[src/rtl/ext_acc_pkg.sv]
package ext_acc_pkg;

    localparam int ACC_W  = 32;
    localparam int EXT_W  = 4;
    localparam int WIDE_W = ACC_W + EXT_W;
    localparam int NPAIR  = 2;
    localparam int AMT_W  = 3;

    typedef enum logic [3:0] {
        OP_NOP   = 4'd0,
        OP_AND   = 4'd1,
        OP_OR    = 4'd2,
        OP_XOR   = 4'd3,
        OP_ADD   = 4'd4,
        OP_SUB   = 4'd5,
        OP_RSUB  = 4'd6,
        OP_LOAD  = 4'd7,
        OP_SLL_R = 4'd8,
        OP_SRL_R = 4'd9,
        OP_SRA_R = 4'd10,
        OP_SLL_M = 4'd11,
        OP_SRL_M = 4'd12,
        OP_SRA_M = 4'd13
    } op_e;

    // register code: bit 1 selects the extension, bit 0 the pair
    typedef struct packed {
        logic is_ext;
        logic pair;
    } sel_t;

    typedef struct packed {
        logic [ACC_W-1:0] acc;
        logic [EXT_W-1:0] ext;
        logic             acc_we;
        logic             ext_we;
    } wide_res_t;

    typedef struct packed {
        logic [EXT_W-1:0] val;
        logic             we;
    } narrow_res_t;

    function automatic logic [WIDE_W-1:0] sext_operand(input logic [ACC_W-1:0] v);
        return {{EXT_W{v[ACC_W-1]}}, v};
    endfunction

    function automatic logic [AMT_W-1:0] shift_amount(input logic [1:0] code);
        return {1'b0, code} + AMT_W'(1);
    endfunction

    function automatic logic from_operand(input op_e op);
        return (op == OP_SLL_M) || (op == OP_SRL_M) || (op == OP_SRA_M);
    endfunction

endpackage

[src/rtl/ext_acc_wide_alu.sv]
module ext_acc_wide_alu
    import ext_acc_pkg::*;
(
    input  op_e              op,
    input  logic [1:0]       shamt,
    input  logic [ACC_W-1:0] acc,
    input  logic [EXT_W-1:0] ext,
    input  logic [ACC_W-1:0] opnd,
    output wide_res_t        res
);
    logic [WIDE_W-1:0] joined;
    logic [WIDE_W-1:0] opx;
    logic [WIDE_W-1:0] sum;
    logic [WIDE_W-1:0] dif;
    logic [WIDE_W-1:0] rdif;
    logic [ACC_W-1:0]  sh_src;
    logic [AMT_W-1:0]  amt;

    always_comb begin
        joined = {ext, acc};
        opx    = sext_operand(opnd);
        sum    = joined + opx;
        dif    = joined - opx;
        rdif   = opx - joined;
        amt    = shift_amount(shamt);
        sh_src = from_operand(op) ? opnd : acc;

        res        = '0;
        res.acc    = acc;
        res.ext    = ext;
        case (op)
            OP_AND:  begin res.acc = acc & opnd; res.acc_we = 1'b1; end
            OP_OR:   begin res.acc = acc | opnd; res.acc_we = 1'b1; end
            OP_XOR:  begin res.acc = acc ^ opnd; res.acc_we = 1'b1; end
            OP_LOAD: begin res.acc = opnd;       res.acc_we = 1'b1; end
            OP_ADD: begin
                res.acc = sum[ACC_W-1:0];
                res.ext = sum[WIDE_W-1:ACC_W];
                res.acc_we = 1'b1;
                res.ext_we = 1'b1;
            end
            OP_SUB: begin
                res.acc = dif[ACC_W-1:0];
                res.ext = dif[WIDE_W-1:ACC_W];
                res.acc_we = 1'b1;
                res.ext_we = 1'b1;
            end
            OP_RSUB: begin
                res.acc = rdif[ACC_W-1:0];
                res.ext = rdif[WIDE_W-1:ACC_W];
                res.acc_we = 1'b1;
                res.ext_we = 1'b1;
            end
            OP_SLL_R, OP_SLL_M: begin
                res.acc = sh_src << amt;
                res.acc_we = 1'b1;
            end
            OP_SRL_R, OP_SRL_M: begin
                res.acc = sh_src >> amt;
                res.acc_we = 1'b1;
            end
            OP_SRA_R, OP_SRA_M: begin
                res.acc = ACC_W'($signed(sh_src) >>> amt);
                res.acc_we = 1'b1;
            end
            default: ;
        endcase
    end
endmodule

[src/rtl/ext_acc_narrow_alu.sv]
module ext_acc_narrow_alu
    import ext_acc_pkg::*;
(
    input  op_e              op,
    input  logic [1:0]       shamt,
    input  logic [EXT_W-1:0] ext,
    input  logic [ACC_W-1:0] opnd,
    output narrow_res_t      res
);
    logic [EXT_W-1:0] lo;
    logic [EXT_W-1:0] sh_src;
    logic [AMT_W-1:0] amt;

    always_comb begin
        lo     = opnd[EXT_W-1:0];
        amt    = shift_amount(shamt);
        sh_src = from_operand(op) ? lo : ext;
        res    = '0;
        res.val = ext;
        res.we  = 1'b1;
        case (op)
            OP_AND:   res.val = ext & lo;
            OP_OR:    res.val = ext | lo;
            OP_XOR:   res.val = ext ^ lo;
            OP_LOAD:  res.val = lo;
            OP_ADD:   res.val = ext + lo;
            OP_SUB:   res.val = ext - lo;
            OP_RSUB:  res.val = lo - ext;
            OP_SLL_R, OP_SLL_M: res.val = sh_src << amt;
            OP_SRL_R, OP_SRL_M: res.val = sh_src >> amt;
            OP_SRA_R, OP_SRA_M: res.val = EXT_W'($signed(sh_src) >>> amt);
            default:  res.we = 1'b0;
        endcase
    end
endmodule

[src/rtl/ext_acc_regs.sv]
module ext_acc_regs
    import ext_acc_pkg::*;
(
    input  logic                        clk,
    input  logic                        rst,
    input  logic                        op_fire,
    input  sel_t                        dest,
    input  wide_res_t                   wres,
    input  narrow_res_t                 nres,
    input  logic                        wr_en,
    input  sel_t                        wr_sel,
    input  logic [ACC_W-1:0]            wr_data,
    output logic [NPAIR-1:0][ACC_W-1:0] acc_q,
    output logic [NPAIR-1:0][EXT_W-1:0] ext_q
);
    for (genvar p = 0; p < NPAIR; p++) begin : g_pair
        logic hit;
        logic wr_acc;
        logic wr_ext;

        always_comb begin
            hit    = op_fire && (dest.pair == 1'(p));
            wr_acc = wr_en && !wr_sel.is_ext && (wr_sel.pair == 1'(p));
            wr_ext = wr_en &&  wr_sel.is_ext && (wr_sel.pair == 1'(p));
        end

        always_ff @(posedge clk) begin
            if (rst) begin
                acc_q[p] <= '0;
            end else if (wr_acc) begin
                acc_q[p] <= wr_data;
            end else if (hit && !dest.is_ext && wres.acc_we) begin
                acc_q[p] <= wres.acc;
            end
        end

        always_ff @(posedge clk) begin
            if (rst) begin
                ext_q[p] <= '0;
            end else if (wr_ext) begin
                ext_q[p] <= wr_data[EXT_W-1:0];
            end else if (hit && dest.is_ext && nres.we) begin
                ext_q[p] <= nres.val;
            end else if (hit && !dest.is_ext && wres.ext_we) begin
                ext_q[p] <= wres.ext;
            end
        end
    end
endmodule

[src/rtl/ext_acc_top.sv]
module ext_acc_top
    import ext_acc_pkg::*;
(
    input  logic        clk,
    input  logic        rst,
    input  logic        op_valid,
    input  logic [3:0]  op_code,
    input  logic [1:0]  op_dest,
    input  logic [1:0]  op_shamt,
    input  logic [31:0] op_operand,
    input  logic        wr_en,
    input  logic [1:0]  wr_sel,
    input  logic [31:0] wr_data,
    input  logic [1:0]  rd_sel,
    output logic [31:0] rd_data
);
    logic [NPAIR-1:0][ACC_W-1:0] acc_q;
    logic [NPAIR-1:0][EXT_W-1:0] ext_q;
    op_e         op;
    sel_t        dsel;
    sel_t        wsel;
    sel_t        rsel;
    wide_res_t   wres;
    narrow_res_t nres;
    logic [ACC_W-1:0] cur_acc;
    logic [EXT_W-1:0] cur_ext;

    always_comb begin
        op      = op_e'(op_code);
        dsel    = sel_t'(op_dest);
        wsel    = sel_t'(wr_sel);
        rsel    = sel_t'(rd_sel);
        cur_acc = acc_q[dsel.pair];
        cur_ext = ext_q[dsel.pair];
    end

    ext_acc_wide_alu u_wide (
        .op    (op),
        .shamt (op_shamt),
        .acc   (cur_acc),
        .ext   (cur_ext),
        .opnd  (op_operand),
        .res   (wres)
    );

    ext_acc_narrow_alu u_narrow (
        .op    (op),
        .shamt (op_shamt),
        .ext   (cur_ext),
        .opnd  (op_operand),
        .res   (nres)
    );

    ext_acc_regs u_regs (
        .clk     (clk),
        .rst     (rst),
        .op_fire (op_valid),
        .dest    (dsel),
        .wres    (wres),
        .nres    (nres),
        .wr_en   (wr_en),
        .wr_sel  (wsel),
        .wr_data (wr_data),
        .acc_q   (acc_q),
        .ext_q   (ext_q)
    );

    always_comb begin
        if (rsel.is_ext) begin
            rd_data = {{(ACC_W-EXT_W){1'b0}}, ext_q[rsel.pair]};
        end else begin
            rd_data = acc_q[rsel.pair];
        end
    end
endmodule

[config.mk]
export PLATFORM = sky130hd
export DESIGN_NAME = ext_acc_top
export DESIGN_NICKNAME = d
export VERILOG_FILES = /design/src/rtl/ext_acc_pkg.sv /design/src/rtl/ext_acc_wide_alu.sv /design/src/rtl/ext_acc_narrow_alu.sv /design/src/rtl/ext_acc_regs.sv /design/src/rtl/ext_acc_top.sv
export SDC_FILE = /design/constraint.sdc
export NUM_CORES = 1
export LEC_CHECK = 0
export ABC_AREA = 1
export BUFFER_PORTS_ARGS = -buffer_cell sky130_fd_sc_hd__buf_2
export CAP_MARGIN = 15
export CORE_MARGIN = 2
export CORE_UTILIZATION = 30
export CTS_BUF_LIST = sky130_fd_sc_hd__clkbuf_4 sky130_fd_sc_hd__clkbuf_8
export CTS_CLUSTER_DIAMETER = 150
export DETAILED_ROUTE_END_ITERATION = 8
export PLACE_DENSITY = 0.57
export SLEW_MARGIN = 20
export SYNTH_ARGS = -nofsm -noshare
export SYNTH_HDL_FRONTEND = slang
export SYNTH_SLANG_ARGS = --single-unit
[constraint.sdc]
create_clock -name clk -period 2.88 [get_ports clk]
set_input_delay 0.144 -clock clk [delete_from_list [all_inputs] [get_ports clk]]
set_output_delay 0.144 -clock clk [all_outputs]
set_load 0.1 [all_outputs]
==> flow_metrics.tcl <==
set metrics [dict create \
    final_hold_viol_count 0 \
    comb_power_share 0.777 \
    synth_edf_count 0 \
    criticalPathCategory "flop to flop" \
    clkPwrFrac 0.101 \
    postRouteAntennaNets 0 \
    syn_inst 3368 \
    skew_ns 0.0189 \
    ios 112 \
    grtUsageTotal 0.339 \
    syn_area_per_cell_sq_um 5.38 \
    fin_nets 4426 \
    crit_required_ns 3.14 \
    period_share 1.02 \
    ys.flop_type "dfxtp_1" \
    grt_first_pass_wirelength_mm 158 \
    cts-root-buf "clkbuf_8" \
    design_area_sq_mm 0.0283 \
    drive_gt1_frac 0.386 \
    cts_num_sinks 72 \
    drt_iter0_drc 2498 \
    violations "setup timing" \
    final-setup-viol-count 14 \
    first_global_vias 25000 \
    synth_top_area_cell "nand2_1" \
    finalWorstSetupSlack_ns -0.0569 \
    htreeDepth 3 \
    fillers 6443 \
    syn_nets 3627 \
    grt_max_degree 65 \
    clk_latency_ns 0.39 \
    synth_seq_cells 72 \
    syn_area_sq_mm 0.0181 \
    final_cell_count_no_fill 4955 \
    ys_seq_area_frac 0.0796 \
    dieArea_sq_mm 0.0624 \
    synth_area_leaders "nand2_1 (19%), ha_1 (12%), inv_1 (10%)" \
    synthDistinctLibCells 54 \
    wl_per_cell_microns 22.3 \
    slew_viol_final 0 \
    area_growth_pct 56.0 \
    routabilityCongestion 1.07 \
    port_buffers 111 \
    cts_buffers 9 \
    worstMarginPinSlew_ns 0.999 \
    drv_cap 0 \
    dpl_worst_slack_ns -1.03 \
    clk_path_buf_depth 2 \
    path_clk_slew_ns 0.09 \
    p_sw_mw 4.67 \
    post-route-util 0.471 \
    ir_drop_v 0.000272 \
    dp.cells 4908 \
    crit_path_start_kind "flop" \
    synth_top_cell_area_share 0.192 \
    end_kind "flop" \
    leakage_nw 13.9 \
    fp-row-count 90 \
    place_area_sq_mm 0.0251 \
    die-width_microns 250 \
    p_per_area_mw_per_mm2 317 \
    fp.dieH_microns 250 \
    vias 26500 \
    period_minus_slack_ns 2.94 \
    core_area_sq_mm 0.0600 \
    finalPower_mw 8.95 \
    drc 0 \
    cts_tree "yes" \
    swShare 0.521 \
    power_frac_seq 0.122 \
    grt_antenna_before_repair 1 \
    p_int_mw 4.28 \
    overflow 0 \
    relSlewSlack 0.334 \
    place_hpwl_mm 91.7 \
    holdCritPathClass "input port to flop" \
    setup_tns_ns -0.325 \
    drtPass1Iterations 6 \
    crit_fanout 5 \
    synthArstFlopShare 0 \
    cp.arrival_ns 3.20 \
    initial_core_util 0.302 \
    via_per_inst 5.36 \
    outcome "finished, violations left" \
    clock.fmax_mhz 340 \
    timing.hold.ws_ns 0.0596 \
    wl_mm 110 \
    rsz0062_at_grt "yes" \
    yosys_warnings 0 \
]
==> power by group through the flow <==
stage               combinational (mW)  clock (mW)  sequential [mW]
finish                            6.95       0.908             1.09
global route                      7.34       0.965             1.09
CTS                               6.30       0.931             1.09
detailed placement                5.83           0             1.11
global placement                  5.85           0             1.11
floorplan                         2.84           0             1.10
==> placed cells by master, fill, tap and decap left out, types with 15 or more instances in the layout <==
cell / instances
nand2_1: 811
buf_4: 750
inv_1: 405
nand3_1: 286
nor2_1: 209
a21oi_1: 197
o21ai_0: 161
ha_1: 122
nand2_2: 111
buf_2: 111
a21oi_2: 87
inv_2: 77
o21ai_1: 69
dfxtp_1: 67
nor2_2: 65
o22ai_1: 62
nor2_4: 47
nand3_2: 46
buf_6: 44
o21ai_2: 41
ha_4: 37
nand4_1: 27
o21a_1: 23
o211ai_1: 22
nor3_1: 21
nand2_4: 20
o211ai_2: 20
buf_12: 20
a21oi_4: 17
o21bai_1: 15
ha_2: 15
==> final timing paths <==
check        cells past startpoint               end  slack (ns)              from
max                             19  u_regs.acc_q[55]       -0.06  u_regs.acc_q[48]
max reg2reg                     19  u_regs.acc_q[55]       -0.06  u_regs.acc_q[48]
min reg2reg                      2   u_regs.ext_q[3]        0.54   u_regs.ext_q[3]
min                              3   u_regs.ext_q[2]        0.06        wr_data[2]
==> metal layers <==
layer	global-route usage	share of wire	vias up	routed length (microns)
met2	0.544	0.44	1221	48500
met4	0.211	0.078	0	8610
met1	0.434	0.41	12400	45600
met5	0	0	-	0
met3	0.0369	0.069	299	7650
li1	-	-	12600	-
==> cell families (layout without fill, tap and decap cells) <==
| logic type | count (synthesis) | count (layout) | synth area share |
|---|---|---|---|
| flip-flops | 72 | 72 | 0.0796 |
| other | 0 | 1 | 0 |
| XOR/XNOR | 4 | 4 | 0.00193 |
| buffers and inverters | 638 | 1442 | 0.141 |
| AND/OR/NAND/NOR | 1680 | 1680 | 0.387 |
| AO/OA/AOI/OAI | 795 | 795 | 0.264 |
| adder cells (fa/ha/maj) | 179 | 179 | 0.126 |
==> synth_stat cells, types with 14 or more instances <==
cell      instances
buf_1            14
o211ai_2         20
o22ai_1          63
nand4_1          27
inv_1           482
o21ai_1          39
a21oi_1         298
ha_1            174
clkbuf_1         66
o21ai_2          22
o21ai_0         216
nand2_2          16
o21bai_1         24
o211ai_1         22
buf_2            43
dfxtp_1          72
nor2_1          314
nor3_1           30
o21a_1           30
nand2_1         925
nand3_1         326
inv_2            14
==> layout make-up <==
class,count,area [sq um],area share
Clock inverter,4,51.3,0.00181
Multi-Input combinational cell,2658,16600,0.587
Inverter,498,1910,0.0677
Tap cell,782,978,0.0346
Antenna cell,1,2.50,0.0000885
Sequential cell,72,1450,0.0512
Clock buffer,12,165,0.00584
Timing Repair Buffer,928,7130,0.252
==> flip-flops by register name, summed over array words and instances, names as in the netlist <==
name,count
u_regs.acc_q,64
u_regs.ext_q,8
==> what timing repair did <==
action / 4_1_cts / 5_1_grt
setup endpoints to repair: 66 / 66
pin swaps: 65 / 128
resized for setup: 388 / 400
hold buffers: 0 / 0
cloned: 0 / 0
buffers inserted: 16 / 20
==> worst max-delay path, cell delays in order, from the launching register on <==
cell,delay [ns]
dfxtp_1,0.33
inv_2,0.04
nand2_1,0.05
o21a_1,0.19
inv_2,0.07
ha_4,0.31
clkinvlp_4,0.17
nor2_2,0.18
nand2_2,0.11
inv_1,0.10
nand2_1,0.11
o21bai_1,0.22
nand3_1,0.10
nand2_1,0.05
nand3_1,0.08
nand3b_1,0.18
nor2_1,0.18
nand2_2,0.16
nand3_2,0.12
a21oi_2,0.05
No activity file was read; power rests on OpenSTA's default activity.
